--- src/rtl/mbx_pkg.sv ---
package mbx_pkg;
  localparam int ADDR_W = 4;

  localparam logic [ADDR_W-1:0] A_CTRL = 4'd0;
  localparam logic [ADDR_W-1:0] A_ENSET = 4'd1;
  localparam logic [ADDR_W-1:0] A_ENCLR = 4'd2;
  localparam logic [ADDR_W-1:0] A_VEC0 = 4'd3;

  localparam int B_RAISE = 7;
  localparam int B_ALT_IRQ = 6;
  localparam int B_ALT_NMI = 4;
  localparam int B_NMI = 4;
  localparam int B_TIMER = 6;
  localparam int B_DMA = 5;
  localparam int B_CHR = 5;

  localparam logic [7:0] HOST_MASK = 8'hA0;
  localparam logic [7:0] COP_MASK = 8'hF0;
  localparam logic [7:0] COP_IRQ_MASK = 8'hE0;

  // next pending state: acknowledge first, then new raises win
  function automatic logic [7:0] next_pend(input logic [7:0] pend, input logic [7:0] clr,
                                           input logic [7:0] set, input logic [7:0] mask);
    return ((pend & ~clr) | set) & mask;
  endfunction

  function automatic logic [7:0] next_en(input logic [7:0] en, input logic [7:0] setb,
                                         input logic [7:0] clr, input logic [7:0] mask);
    return (en | setb) & ~clr & mask;
  endfunction

  function automatic logic any_active(input logic [7:0] pend, input logic [7:0] en,
                                      input logic [7:0] sel);
    return |(pend & en & sel);
  endfunction
endpackage

--- src/rtl/mbx_irq_bank.sv ---
module mbx_irq_bank #(
  parameter logic [7:0] MASK = 8'hFF
) (
  input  logic       clk,
  input  logic       rst_n,
  input  logic [7:0] set_bits,
  input  logic [7:0] en_set,
  input  logic [7:0] clr_bits,
  output logic [7:0] pend,
  output logic [7:0] en
);
  import mbx_pkg::*;

  always_ff @(posedge clk) begin
    if (!rst_n) begin
      pend <= '0;
      en   <= '0;
    end else begin
      pend <= next_pend(pend, clr_bits, set_bits, MASK);
      en   <= next_en(en, en_set, clr_bits, MASK);
    end
  end
endmodule

--- src/rtl/mbx_vec_bank.sv ---
module mbx_vec_bank #(
  parameter int NV = 3,
  parameter int AW = 4,
  parameter logic [AW-1:0] BASE = '0
) (
  input  logic             clk,
  input  logic             rst_n,
  input  logic             we,
  input  logic [AW-1:0]    addr,
  input  logic [7:0]       wdata,
  output logic [NV*16-1:0] vecs
);
  localparam int NB = NV * 2;

  for (genvar i = 0; i < NB; i++) begin : g_byte
    localparam logic [AW-1:0] MY_ADDR = AW'(BASE + i);
    logic [7:0] q;
    always_ff @(posedge clk) begin
      if (!rst_n) q <= '0;
      else if (we && addr == MY_ADDR) q <= wdata;
    end
    assign vecs[i*8 +: 8] = q;
  end
endmodule

--- src/rtl/mbx_irq_top.sv ---
module mbx_irq_top #(
  parameter int AW = 4
) (
  input  logic          clk,
  input  logic          rst_n,
  input  logic          h_we,
  input  logic [AW-1:0] h_addr,
  input  logic [7:0]    h_wdata,
  input  logic          c_we,
  input  logic [AW-1:0] c_addr,
  input  logic [7:0]    c_wdata,
  input  logic          chr_conv_evt,
  input  logic          timer_evt,
  input  logic          dma_done_evt,
  output logic [7:0]    h_flags,
  output logic [7:0]    c_flags,
  output logic          h_irq,
  output logic          c_irq,
  output logic          c_nmi,
  output logic [15:0]   h_alt_nmi_vec,
  output logic [15:0]   h_alt_irq_vec,
  output logic [15:0]   c_rst_vec,
  output logic [15:0]   c_nmi_vec,
  output logic [15:0]   c_irq_vec
);
  import mbx_pkg::*;

  // named write events
  logic h_ctrl_wr, h_en_wr, h_dis_wr, c_ctrl_wr, c_en_wr, c_dis_wr;
  assign h_ctrl_wr = h_we && h_addr == AW'(A_CTRL);
  assign h_en_wr   = h_we && h_addr == AW'(A_ENSET);
  assign h_dis_wr  = h_we && h_addr == AW'(A_ENCLR);
  assign c_ctrl_wr = c_we && c_addr == AW'(A_CTRL);
  assign c_en_wr   = c_we && c_addr == AW'(A_ENSET);
  assign c_dis_wr  = c_we && c_addr == AW'(A_ENCLR);

  // raise / acknowledge vectors per receiving side
  logic [7:0] h_set, h_clr, h_ens, c_set, c_clr, c_ens;
  always_comb begin
    h_set = '0;
    h_set[B_RAISE] = c_ctrl_wr && c_wdata[B_RAISE];
    h_set[B_CHR]   = chr_conv_evt;
    c_set = '0;
    c_set[B_RAISE] = h_ctrl_wr && h_wdata[B_RAISE];
    c_set[B_NMI]   = h_ctrl_wr && h_wdata[B_NMI];
    c_set[B_TIMER] = timer_evt;
    c_set[B_DMA]   = dma_done_evt;
  end
  assign h_clr = h_dis_wr ? h_wdata : 8'h00;
  assign h_ens = h_en_wr ? h_wdata : 8'h00;
  assign c_clr = c_dis_wr ? c_wdata : 8'h00;
  assign c_ens = c_en_wr ? c_wdata : 8'h00;

  logic [7:0] h_pend, h_en, c_pend, c_en;

  mbx_irq_bank #(.MASK(HOST_MASK)) u_host_bank (
    .clk(clk), .rst_n(rst_n), .set_bits(h_set), .en_set(h_ens),
    .clr_bits(h_clr), .pend(h_pend), .en(h_en)
  );

  mbx_irq_bank #(.MASK(COP_MASK)) u_cop_bank (
    .clk(clk), .rst_n(rst_n), .set_bits(c_set), .en_set(c_ens),
    .clr_bits(c_clr), .pend(c_pend), .en(c_en)
  );

  // control-register state: messages and alternate-vector selects
  logic [3:0] msg_to_cop, msg_to_host;
  logic       alt_irq_sel, alt_nmi_sel;
  always_ff @(posedge clk) begin
    if (!rst_n) begin
      msg_to_cop  <= '0;
      msg_to_host <= '0;
      alt_irq_sel <= 1'b0;
      alt_nmi_sel <= 1'b0;
    end else begin
      if (h_ctrl_wr) msg_to_cop <= h_wdata[3:0];
      if (c_ctrl_wr) begin
        msg_to_host <= c_wdata[3:0];
        alt_irq_sel <= c_wdata[B_ALT_IRQ];
        alt_nmi_sel <= c_wdata[B_ALT_NMI];
      end
    end
  end

  assign h_flags = {h_pend[7], alt_irq_sel, h_pend[5], alt_nmi_sel, msg_to_host};
  assign c_flags = {c_pend[7:4], msg_to_cop};

  assign h_irq = any_active(h_pend, h_en, HOST_MASK);
  assign c_irq = any_active(c_pend, c_en, COP_IRQ_MASK);
  assign c_nmi = any_active(c_pend, c_en, 8'(1 << B_NMI));

  // vector storage
  logic [47:0] cop_vecs;
  logic [31:0] host_vecs;

  mbx_vec_bank #(.NV(3), .AW(AW), .BASE(AW'(A_VEC0))) u_cop_vecs (
    .clk(clk), .rst_n(rst_n), .we(h_we), .addr(h_addr), .wdata(h_wdata), .vecs(cop_vecs)
  );

  mbx_vec_bank #(.NV(2), .AW(AW), .BASE(AW'(A_VEC0))) u_host_vecs (
    .clk(clk), .rst_n(rst_n), .we(c_we), .addr(c_addr), .wdata(c_wdata), .vecs(host_vecs)
  );

  assign c_rst_vec     = cop_vecs[15:0];
  assign c_nmi_vec     = cop_vecs[31:16];
  assign c_irq_vec     = cop_vecs[47:32];
  assign h_alt_nmi_vec = host_vecs[15:0];
  assign h_alt_irq_vec = host_vecs[31:16];
endmodule

--- config.mk ---
export PLATFORM = sky130hd
export DESIGN_NAME = mbx_irq_top
export DESIGN_NICKNAME = d
export VERILOG_FILES = /design/src/rtl/mbx_pkg.sv /design/src/rtl/mbx_irq_bank.sv /design/src/rtl/mbx_vec_bank.sv /design/src/rtl/mbx_irq_top.sv
export SDC_FILE = /design/constraint.sdc
export NUM_CORES = 1
export LEC_CHECK = 0
export BUFFER_PORTS_ARGS = -buffer_cell sky130_fd_sc_hd__buf_2
export CAP_MARGIN = 20
export CORE_MARGIN = 1
export CORE_UTILIZATION = 50
export CTS_CLUSTER_DIAMETER = 40
export DETAILED_ROUTE_END_ITERATION = 12
export HOLD_SLACK_MARGIN = 0.05
export PLACE_DENSITY = 0.91
export SYNTH_ARGS = -nofsm -noshare
export SYNTH_HDL_FRONTEND = slang
export SYNTH_SLANG_ARGS = --single-unit
--- constraint.sdc ---
create_clock -name clk -period 1.45 [get_ports clk]
set_input_delay 0.2175 -clock clk [delete_from_list [all_inputs] [get_ports clk]]
set_output_delay 0.2175 -clock clk [all_outputs]
set_load 0.02 [all_outputs]
== After elaboration in Yosys (flattened, before gate mapping) ==
Index checks and enable logic that the tools add are counted.

* Eq/ne operators: 14
* Muxes and demuxes: 4
* Bitwise logic cells: 12
* Reduce and logical (&&, ||, !) cells: 23

{| class="wikitable"
|+ Operators with widths
! operator !! number
|-
| bitwise AND 8 bit || 6
|-
| two-way mux 8 bit || 4
|-
| OR 8 bit || 4
|-
| == test 4 x 3 -> 1 bit (second input constant) || 7
|-
| logical AND 1 bit || 19
|-
| == test 4 x 2 -> 1 bit (second input constant) || 4
|-
| NOT 8 bit || 2
|-
| == test 4 x 1 -> 1 bit (second input constant) || 2
|-
| zero test 4 bit || 2
|-
| == test 4 bit (second input constant) || 1
|-
| OR reduction 3 bit || 1
|-
| OR reduction 2 bit || 1
|}

* Bits in registers: 122
* Input bits: 31
* Output and inout bits: 99
* Logic and storage cells: 75

== Logic depth before layout (Yosys ltp) ==
Gate-level depths: netlist of run 1.

* Depth in word-level cells: 6
* Mapped depth: 5
* Mapped depth without buffers: 3

== Hierarchy ==
A second synthesis of run 1 with hierarchy kept.

* Cells, all modules: 439
* Area total of the unflattened synthesis: 4327.9 um2

{| class="wikitable"
|+ By module, submodules not included
! module !! times used !! cells each !! area each (um2) !! seq. area each (um2)
|-
| mbx_vec_bank (u_cop_vecs) || 1 || 171 || 1779.2 || 960.9
|-
| mbx_vec_bank (u_host_vecs) || 1 || 117 || 1216.2 || 640.6
|-
| mbx_irq_top || 1 || 93 || 754.5 || 200.2
|-
| mbx_irq_bank (u_cop_bank) || 1 || 33 || 344.1 || 160.2
|-
| mbx_irq_bank (u_host_bank) || 1 || 25 || 234.0 || 80.1
|}

== Worst setup path after synthesis of run 1 ==
OpenSTA, ideal clock, no wires.

* Kind: input to register
* From: in h_addr[1]
* To: reg u_cop_vecs.g_byte[5].q[7]
* Library setup time: 0.072 ns
* Data arrival time: 1.016 ns
* Required time: 1.378 ns
* Path slack: 0.362 ns
* Stages on the path: 5
* Buffers on the path: 2
* Path through: clkbuf_1 nor2_1 nand4b_1 buf_2 mux2i_1

* Longest elaborated chain between the ends: 2

{| class="wikitable"
|+ Ends and longest elaborated chain
! item !! line !! text
|-
| from (decl) || mbx_irq_top.sv:7 || <nowiki>input logic [AW-1:0] h_addr,</nowiki>
|-
| == test 4 bit || mbx_vec_bank.sv:20 || <nowiki>else if (we && addr == MY_ADDR) q <= wdata;</nowiki>
|-
| logical AND 1 bit || mbx_vec_bank.sv:20 ||
|-
| to (signal assigned) || mbx_vec_bank.sv:20 ||
|-
| to (decl) || mbx_vec_bank.sv:17 || <nowiki>logic [7:0] q;</nowiki>
|}

Every way passes these cells.
A chain may end at the register's enable or synchronous reset.

== Worst setup path after layout of run 1 ==
* From: reg u_cop_bank.pend[6]
* To: out c_irq

* Longest elaborated chain between the ends: 2

{| class="wikitable"
|+ Ends and longest elaborated chain
! item !! line !! text
|-
| from (decl) || mbx_irq_bank.sv:9 || <nowiki>output logic [7:0] pend,</nowiki>
|-
| from (signal assigned) || mbx_irq_bank.sv:19 || <nowiki>pend <= next_pend(pend, clr_bits, set_bits, MASK);</nowiki>
|-
| bitwise AND 8 bit || -- ||
|-
| OR reduction 3 bit || mbx_pkg.sv:34 || <nowiki>return |(pend & en & sel);</nowiki>
|-
| to (decl) || mbx_irq_top.sv:18 || <nowiki>output logic c_irq,</nowiki>
|}

Every way passes these cells.

==> results of run 1 <==
-- synthesized netlist by cell type (all sizes together) --
| cell | number | area share |
|---|---|---|
| a21oi | 2 | 0.0026 |
| a222oi | 1 | 0.0026 |
| a22o | 1 | 0.0023 |
| a31oi | 4 | 0.0065 |
| and2 | 3 | 0.0049 |
| and3 | 4 | 0.0065 |
| and3b | 3 | 0.0068 |
| buf | 11 | 0.017 |
| clkbuf | 12 | 0.012 |
| dfxtp | 102 | 0.53 |
| inv | 1 | 0.00097 |
| mux2i | 90 | 0.23 |
| nand2 | 118 | 0.12 |
| nand2b | 1 | 0.0016 |
| nand3 | 2 | 0.0052 |
| nand4b | 2 | 0.0046 |
| nand4bb | 1 | 0.0029 |
| nor2 | 3 | 0.0029 |
| nor2b | 1 | 0.0016 |
| nor3 | 3 | 0.0039 |
| nor3b | 8 | 0.020 |
| nor4b | 1 | 0.0023 |
| o21ai | 4 | 0.0052 |
| o221ai | 1 | 0.0023 |
| o22ai | 3 | 0.0049 |
-- registers in the layout, summed over array words and instances (netlist names) --
name / flops
u_cop_bank.pend: 4
msg_to_cop: 4
msg_to_host: 4
alt_nmi_sel: 1
u_host_bank.en: 2
u_host_vecs.g_byte.q: 32
u_cop_bank.en: 4
u_host_bank.pend: 2
u_cop_vecs.g_byte.q: 48
alt_irq_sel: 1
-- routing by layer --
layer	vias to the layer above	global-route usage	wire length [um]
met3	12	0.05245	602
met4	0	0.07377	107
met2	114	0.4301	4734
met1	1519	0.2791	4037
met5	-	0	0
li1	1547	-	-
-- worst max-delay path by stage --
stage | end | slack [ps] | depth (start not counted) | from
4_1_cts | c_irq | -10 | 3 | u_cop_bank.en[6]
6_report | c_irq | -10 | 3 | u_cop_bank.pend[6]
3_5_place_dp | u_cop_vecs.g_byte[3].q[0] | 150 | 5 | h_addr[3]
2_1_floorplan | u_cop_vecs.g_byte[5].q[7] | 360 | 5 | h_addr[1]
3_3_place_gp | u_host_vecs.g_byte[1].q[0] | 210 | 4 | c_addr[1]
5_1_grt | c_irq | -110 | 3 | u_cop_bank.pend[6]
-- critical path: cells and delay by family, from the launching register on --
family / cells / cell delay (ps)
flops: 1 / 340
compound gates: 1 / 320
buf+inv: 2 / 230
-- per-stage QoR --
| step | std cells | instance area, um^2 |
|---|---|---|
| 2_1_floorplan | 382 | 3849 |
| 3_3_place_gp | 601 | 4652 |
| 3_5_place_dp | 601 | 4652 |
| 4_1_cts | 617 | 4832 |
| 5_1_grt | 617 | 4840 |
| 6_report | 617 | 4840 |
-- kinds of logic after synthesis --
kind of cell	Yosys count	synth area share
simple gates	150	0.1791
mux	90	0.2341
flops	102	0.5306
compound gates	16	0.02633
buf+inv	24	0.02991
-- power groups by stage --
stage	combinational (uW)	sequential [uW]	clock, uW
6_report	396	2870	1660
5_1_grt	426	2870	1800
4_1_cts	398	2870	1680
3_5_place_dp	396	2930	0
3_3_place_gp	385	2930	0
2_1_floorplan	177	2980	0
-- area by class of cell --
type / instances / area share
flip-flops and latches: 102 / 0.4224
multi-input cells: 256 / 0.3495
repair buffers: 143 / 0.1647
clock buffers: 9 / 0.02559
well taps: 99 / 0.02559
clock inverters: 7 / 0.01138
inverters: 1 / 0.0007756
-- what timing repair did --
action | 4_1_cts | 5_1_grt
pin swaps | 1 | 1
gates resized for setup | 1 | 3
hold endpoints to repair | 0 | 0
endpoints found under the setup margin | 1 | 1
==> impl_metrics.json, run 1 <==
{
  "relSlewSlack": 0.6514,
  "initial_core_util": 0.5250,
  "synth_cell_types": 29,
  "sw_frac_of_total": 0.2622,
  "synth-seq-cells": 102,
  "cts-root-buf": "clkbuf_8",
  "whs_endpoint": "u_cop_bank.pend[5]",
  "netlist_instances": 382,
  "fp.coreArea_um2": 7331,
  "drc_errors": 0,
  "place_ws_ps": 145.5,
  "final_common_cell": "buf_2",
  "grt_usage": 0.2380,
  "clkTransAtPathRegs_ps": 100,
  "p_leak_uw": 0.002579,
  "rows": 31,
  "crit_required_ps": 1230,
  "gp_congestion": 0.7996,
  "clk_path_buf_depth": 2,
  "setup_violations": 1,
  "layout_common_cells": "buf_2 (127), nand2_1 (116), dfxtp_1 (100)",
  "fmax_mhz": 683.9,
  "reg2reg_depth": 2,
  "fp.dieArea_um2": 8052,
  "peakVddDrop_v": 0.0006424,
  "antenna_found_initial": 0,
  "viasPerCell": 5.173,
  "timing.rr.start": "u_cop_vecs.g_byte[0].q[1]",
  "drive_gt1_frac": 0.3243,
  "timing.final.ws_setup_ps": -12.11,
  "r2r_end": "u_cop_vecs.g_byte[0].q[1]",
  "crit_type": "register to output port",
  "syn_to_final_growth_pct": 25.75,
  "period_needed_ps": 1462,
  "hold-path-cell-count": 3,
  "hold_buffers": 0,
  "switchingPower_uw": 1290,
  "failed_checks": "negative setup slack",
  "grt_first_pass_wirelength_um": 15470,
  "clock_skew_ps": 0,
  "clkPwrFrac": 0.337,
  "outcome": "complete, but fails checks",
  "drt_pass1_iterations": 4,
  "dpl.hpwl_um": 7004,
  "routedWlPerCell_um": 15.37,
  "cts_tree": "done",
  "multi_input_area_um2": 1692,
  "power.share.sequential": 0.583,
  "r2r_slack_ps": 760,
  "final_nets": 544,
  "hold_class": "input port to register",
  "yosys_warnings": 0,
  "ant_nets": 0,
  "grt_pass1_vias": 3166,
  "fin_total_pwr_uw": 4919,
  "cts_max_level": 3,
  "cts_sinks": 102,
  "fin_util": 0.6602,
  "hold_viol": 0,
  "max-cap-violations": 0,
  "finalWirelength_um": 9481,
  "power.internal_uw": 3629,
  "cpPeakStageDelay_ps": 340,
  "critical_path.cell_chain": "a222oi_1 > inv_1 > buf_6",
  "clk-insertion-delay-late_ps": 360,
  "drv_slew": 0,
  "pwr-share-comb": 0.081,
  "overflow": 0,
  "fin_crit_sh": 1.008,
  "cts_setup_buffers": 0,
  "die_width_um": 89.74,
  "dieHeight_um": 89.74,
  "holdWs_ps": 54.54,
  "antenna_cells": 0,
  "cts_buffers": 9,
  "cp_slowest_cell": "dfxtp_2",
  "grt_max_degree": 33,
  "ys_seq_area_frac": 0.5306,
  "first_iter_violations": 74,
  "io_pins": 130,
  "seq_area_um2": 2044,
  "vias": 3192,
  "tns_ps": -12.11,
  "p_per_area_nw_per_um2": 1016,
  "critPathCaptureType": "output port",
  "syn_area_um2": 3849,
  "syn_area_per_cell_um2": 10.08,
  "worst_slew_pin_slew_ps": 515.6,
  "critPathMaxFanout": 3,
  "syn-num-nets": 413,
  "crit_arrival_ps": 1240,
  "rsz0062_at_grt": "true",
  "hold_start": "dma_done_evt",
  "n_fill_cell": 590,
  "port_buffers": 129,
  "startpoint_type": "register"
}
No activity file was read; power rests on OpenSTA's default activity.
==> inputs of run 2 (changes only) <==
--- a/config.mk
+++ b/config.mk
@@ -8,11 +8,11 @@
 export BUFFER_PORTS_ARGS = -buffer_cell sky130_fd_sc_hd__buf_2
 export CAP_MARGIN = 20
 export CORE_MARGIN = 1
-export CORE_UTILIZATION = 50
+export CORE_UTILIZATION = 35
 export CTS_CLUSTER_DIAMETER = 40
 export DETAILED_ROUTE_END_ITERATION = 12
 export HOLD_SLACK_MARGIN = 0.05
-export PLACE_DENSITY = 0.91
+export PLACE_DENSITY = 0.71
 export SYNTH_ARGS = -nofsm -noshare
 export SYNTH_HDL_FRONTEND = slang
 export SYNTH_SLANG_ARGS = --single-unit
==> run 2 against run 1 <==
The run still ends with negative setup slack left. First-iteration DRC count grew 110%. Cell count rose by 6.2%. Clock power increased by 28%. Via count down 0.44%. Register-to-register slack lost 80 ps. Non-clock buffer count rose by 2. Die area is 42% higher. Clock skew stayed put. Fmax shrank 1.3%. Combinational power up 2%. Count of clock-buffer cells in the layout increased by 1. Critical path type unchanged. Critical endpoint unchanged. Largest cell class unchanged. Largest power group unchanged. Highest routed layer unchanged.
==> impl_metrics.json, run 2 (synthesized netlist as in run 1, its figures left out) <==
{
  "crit_arrival_ps": 1260,
  "critPathMaxFanout": 2,
  "antenna_cells": 0,
  "port_buffers": 129,
  "fin_util": 0.4730,
  "p_leak_uw": 0.002617,
  "layout_common_cells": "buf_2 (127), nand2_1 (116), dfxtp_1 (100)",
  "critPathCaptureType": "output port",
  "top_register": "u_cop_vecs.g_byte.q",
  "io_pins": 130,
  "rsz0062_at_grt": "true",
  "power.share.sequential": 0.531,
  "p_per_area_nw_per_um2": 1086,
  "grt_usage": 0.1816,
  "grt_pass1_vias": 3067,
  "drc_errors": 0,
  "grt_first_pass_wirelength_um": 15900,
  "viasPerCell": 4.852,
  "clk_path_buf_depth": 2,
  "drt_pass1_iterations": 4,
  "finalWirelength_um": 10080,
  "peakVddDrop_v": 0.0004878,
  "dpl.hpwl_um": 7338,
  "clock_skew_ps": 0,
  "fin_crit_sh": 1.021,
  "hold_start": "dma_done_evt",
  "worst_slew_pin_slew_ps": 474.0,
  "outcome": "complete, but fails checks",
  "drv_slew": 0,
  "vias": 3178,
  "gp_congestion": 0.8451,
  "crit_type": "register to output port",
  "clkPwrFrac": 0.394,
  "fmax_mhz": 675.3,
  "clk-insertion-delay-late_ps": 350,
  "power.internal_uw": 4134,
  "overflow": 0,
  "max-cap-violations": 0,
  "crit_required_ps": 1230,
  "final_common_cell": "buf_2",
  "routedWlPerCell_um": 15.39,
  "sw_frac_of_total": 0.2341,
  "cts-root-buf": "clkbuf_8",
  "hold_class": "input port to register",
  "final_nets": 546,
  "ant_nets": 0,
  "cts_max_level": 3,
  "syn_to_final_growth_pct": 29.16,
  "relSlewSlack": 0.6832,
  "dieHeight_um": 106.9,
  "timing.final.ws_setup_ps": -30.78,
  "cts_tree": "done",
  "switchingPower_uw": 1264,
  "cts_sinks": 102,
  "period_needed_ps": 1481,
  "largest_reg_flops": 48,
  "die_width_um": 106.9,
  "timing.rr.start": "u_cop_bank.en[6]",
  "fp.dieArea_um2": 11420,
  "initial_core_util": 0.3662,
  "cts_buffers": 9,
  "clkTransAtPathRegs_ps": 90,
  "fp.coreArea_um2": 10510,
  "drive_gt1_frac": 0.3218,
  "antenna_found_initial": 0,
  "rows": 37,
  "grt_max_degree": 37,
  "setup_violations": 1,
  "holdWs_ps": 58.82,
  "reg.largest.list": "u_cop_vecs.g_byte.q: 48 flops, u_host_vecs.g_byte.q: 32 flops",
  "critPathLaunch": "u_cop_bank.en[6]",
  "failed_checks": "negative setup slack",
  "hold_viol": 0,
  "first_iter_violations": 155,
  "startpoint_type": "register",
  "pwr-share-comb": 0.074
}
run 2: cell count changes in the layout (fill, tap and decap cells not counted), sizes merged:
cell / previous run / this run
inv: 4 / 2
clkbuf: 9 / 10
buf: 143 / 144
clkinv: 2 / 0
clkinvlp: 2 / 1
bufinv: 0 / 3
dlygate4sd3: 0 / 1
run 2: metrics by stage:
stage | cells | instance area [um^2] | worst slack [ps] | TNS (ps) | power [uW]
3_5_place_dp | 638 | 4711 | 128.4 | 0 | 3333
3_3_place_gp | 638 | 4711 | 196.2 | 0 | 3326
4_1_cts | 654 | 4955 | -60.52 | -60.52 | 5443
5_1_grt | 655 | 4971 | -135.8 | -135.8 | 5577
2_1_floorplan | 382 | 3849 | 362.1 | 0 | 3154
6_report | 655 | 4971 | -30.78 | -30.78 | 5398
run 2: final cells by class:
cell class / instances / area [um^2]
fill: 988 / 5538
multi-input combinational: 256 / 1692
tap: 136 / 170.2
timing repair buffer: 145 / 827.0
clock buffer: 10 / 127.6
inverter: 1 / 3.754
clock inverter: 5 / 106.4
sequential: 102 / 2044
run 2: worst max-delay path, stage by stage (launching register included):
cell and delay, ps:
dfxtp_2 330, a222oi_1 350, inv_1 90, buf_6 140
run 2: worst paths after layout:
check | endpoint | slack [ps] | cells after the start
worst max-delay path | c_irq | -30 | 3
worst min-delay path | u_cop_bank.pend[5] | 60 | 3
worst max register to register | u_cop_bank.en[6] | 680 | 3
worst min register to register | u_host_vecs.g_byte[2].q[3] | 460 | 2
run 2: repair_timing:
item                                    4_1_cts  5_1_grt
pin swaps                                     1        1
resized for setup                             0        4
hold buffers                                  1        0
setup buffers                                 0        1
endpoints found under the setup margin        1        1
endpoints found under the hold margin         1        0
run 2: layer usage:
metal	wire length (um)	track usage
met5	0	0
met4	109	0.05577
met3	636	0.04012
met2	4695	0.3069
met1	4640	0.2301
run 2: power groups by stage:
stage / Sequential (uW) / Combinational [uW] / Clock, uW
after floorplan: 2980 / 177 / 0
after global placement: 2930 / 396 / 0
after detailed placement: 2930 / 402 / 0
after CTS: 2870 / 406 / 2170
after global routing: 2870 / 436 / 2270
final: 2870 / 402 / 2130
==> inputs of run 3 (changes only) <==
--- a/config.mk
+++ b/config.mk
@@ -5,12 +5,14 @@
 export SDC_FILE = /design/constraint.sdc
 export NUM_CORES = 1
 export LEC_CHECK = 0
+export ABC_AREA = 1
 export BUFFER_PORTS_ARGS = -buffer_cell sky130_fd_sc_hd__buf_2
 export CAP_MARGIN = 20
 export CORE_MARGIN = 1
 export CORE_UTILIZATION = 35
 export CTS_CLUSTER_DIAMETER = 40
 export DETAILED_ROUTE_END_ITERATION = 12
+export GPL_TIMING_DRIVEN = 0
 export HOLD_SLACK_MARGIN = 0.05
 export PLACE_DENSITY = 0.71
 export SYNTH_ARGS = -nofsm -noshare
==> run 3 against run 2 <==
The flow now finishes without violations. Global-route usage is 1.5 points higher. Final area is 2.9% higher. Critical path depth is 1 lower.
==> impl_metrics.json, run 3 <==
{
  "outcome": "completed",
  "path_depth": 2,
  "met2WireLength_um": 5279,
  "largest_reg_flops": 48,
  "crit_arrival_ps": 1060,
  "crit_type": "register to output port",
  "n_fill_cell": 1126,
  "synth-seq-cells": 102,
  "layout_common_cells": "nor2_1 (159), buf_2 (133), dfxtp_1 (102)",
  "holdWs_ps": 68.48,
  "yosysMostFrequentCell": "nor2_1",
  "seq_area_um2": 2042,
  "peakVddDrop_v": 0.0008290,
  "vias": 3972,
  "cts_max_level": 3,
  "drt_pass1_iterations": 4,
  "async_flop_share": 0,
  "hold_buffers": 0,
  "die_width_um": 108.5,
  "synth_cell_types": 21,
  "hold-path-cell-count": 3,
  "crit_required_ps": 1230,
  "dpl.hpwl_um": 8489,
  "antenna_cells": 0,
  "netlist.area_leader.share": 0.5148,
  "critPathMaxFanout": 3,
  "cts_setup_buffers": 0,
  "tns_ps": 0,
  "antenna_found_initial": 0,
  "fin_crit_sh": 0.8781,
  "cp_slowest_cell": "dfxtp_1",
  "clkTransAtPathRegs_ps": 60,
  "startpoint_type": "register",
  "grt_max_degree": 17,
  "syn_area_um2": 3966,
  "yosys_warnings": 0,
  "rsz0062_at_grt": "false",
  "cpPeakStageDelay_ps": 330,
  "critical_path.cell_chain": "a22o_1 > buf_2",
  "drc_errors": 0,
  "synth_edf_count": 0,
  "period_needed_ps": 1273,
  "critPathLaunch": "u_host_bank.pend[5]",
  "synth_area_leaders": "dfxtp_1 (51%), nor2_1 (15%), o21ai_0 (9.1%), nand2_1 (6.1%), inv_1 (3.2%)",
  "fp.coreArea_um2": 10940,
  "first_iter_violations": 203,
  "cp_top_family": "flip-flops",
  "initial_core_util": 0.3627,
  "ys.flop_type": "dfxtp_1",
  "clk-insertion-delay-late_ps": 340,
  "syn_to_final_growth_pct": 28.99,
  "fmax_mhz": 785.4,
  "final_nets": 700,
  "ctsResizeCount": 0,
  "drv_slew": 0,
  "cts-root-buf": "clkbuf_16",
  "overflow": 0,
  "crit_buf_inv": 1,
  "netlist_instances": 533,
  "viasPerCell": 4.880,
  "grt_pass1_vias": 3619,
  "synth_commonest_cells": "nor2_1 (159), dfxtp_1 (102), o21ai_0 (72), nand2_1 (64), inv_1 (34)",
  "met3_length_um": 933,
  "ant_nets": 0,
  "worst_slew_pin_slew_ps": 493.1,
  "fp.dieArea_um2": 11760,
  "p_per_area_nw_per_um2": 1214,
  "gp_congestion": 0.8230,
  "clk_path_buf_depth": 2,
  "drive_gt1_frac": 0.2626,
  "top_register": "u_cop_vecs.g_byte.q",
  "routedWlPerCell_um": 13.98,
  "final_common_cell": "nor2_1",
  "relSlewSlack": 0.6713,
  "timing.final.ws_setup_ps": 176.8,
  "cts_sinks": 102,
  "wl_met1_um": 4853,
  "cts_tree": "done",
  "hold_viol": 0,
  "multi_input_area_um2": 1673,
  "reg2reg_depth": 2,
  "p_leak_uw": 0.002534,
  "timing.rr.start": "u_cop_vecs.g_byte[3].q[7]",
  "yosys.area.top_type": "dfxtp_1",
  "dieHeight_um": 108.5,
  "ys_seq_area_frac": 0.5148,
  "grt_usage": 0.1971,
  "hold_class": "input port to register",
  "syn_area_per_cell_um2": 7.441,
  "critPathCaptureType": "output port",
  "max-cap-violations": 0,
  "hold_start": "chr_conv_evt",
  "rows": 38,
  "setup_violations": 0,
  "dr.max_layer_used": "met4",
  "io_pins": 130,
  "place_ws_ps": 131.3,
  "port_buffers": 125,
  "clock_skew_ps": 0,
  "cts_buffers": 9,
  "reg.largest.list": "u_cop_vecs.g_byte.q: 48 flops, u_host_vecs.g_byte.q: 32 flops",
  "syn-num-nets": 564,
  "finalWirelength_um": 11380,
  "grt_first_pass_wirelength_um": 17810
}
## run 3: stage by stage
step / instances / area (um^2) / power [uW] / util
2_1_floorplan: 533 / 3966 / 3253 / -
6_report: 814 / 5116 / 6209 / 0.4678
3_3_place_gp: 798 / 4767 / 3466 / 0.4359
5_1_grt: 814 / 5116 / 6387 / 0.4678
4_1_cts: 814 / 5116 / 6250 / 0.4678
3_5_place_dp: 798 / 4767 / 3482 / 0.4359
## run 3: layout make-up
| type | instances | area share |
|---|---|---|
| flip-flops and latches | 102 | 0.3991 |
| repair buffers | 125 | 0.1223 |
| plain buffers | 19 | 0.01810 |
| clock inverters | 5 | 0.02079 |
| well taps | 140 | 0.03424 |
| multi-input cells | 370 | 0.3270 |
| clock buffers | 11 | 0.04744 |
| inverters | 42 | 0.03106 |
## run 3: metal layers
layer  GRT usage  vias to the layer above
met5           0                        -
met4     0.08205                        0
met3     0.05967                       26
met2      0.3287                      163
met1      0.2342                     1801
li1            -                     1982
## run 3: final timing paths
| check | endpoint | slack (ps) |
|---|---|---|
| max reg2reg | u_cop_vecs.g_byte[3].q[7] | 760 |
| min | u_host_bank.pend[5] | 70 |
| max | h_irq | 180 |
| min reg2reg | u_host_bank.en[5] | 450 |
## run 3: kinds of logic (layout without fill, tap and decap cells)
logic type             Yosys count  in the layout  share of synthesized area
and+or+nand+nor                291            291                     0.3211
buffers and inverters           61            202                    0.06341
AOI/OAI and AO/OA               79             79                     0.1006
DFF                            102            102                     0.5148
## run 3: where the power goes
group          total [uW]  switching, uW  internal [uW]
Combinational         521            371            150
Sequential           2900           34.3           2870
Clock                2790           1050           1740
## run 3: tightest hold or removal path, cell delays in order
cell and delay [ps]:
buf_2 80, nand2_1 40, nand2_1 50
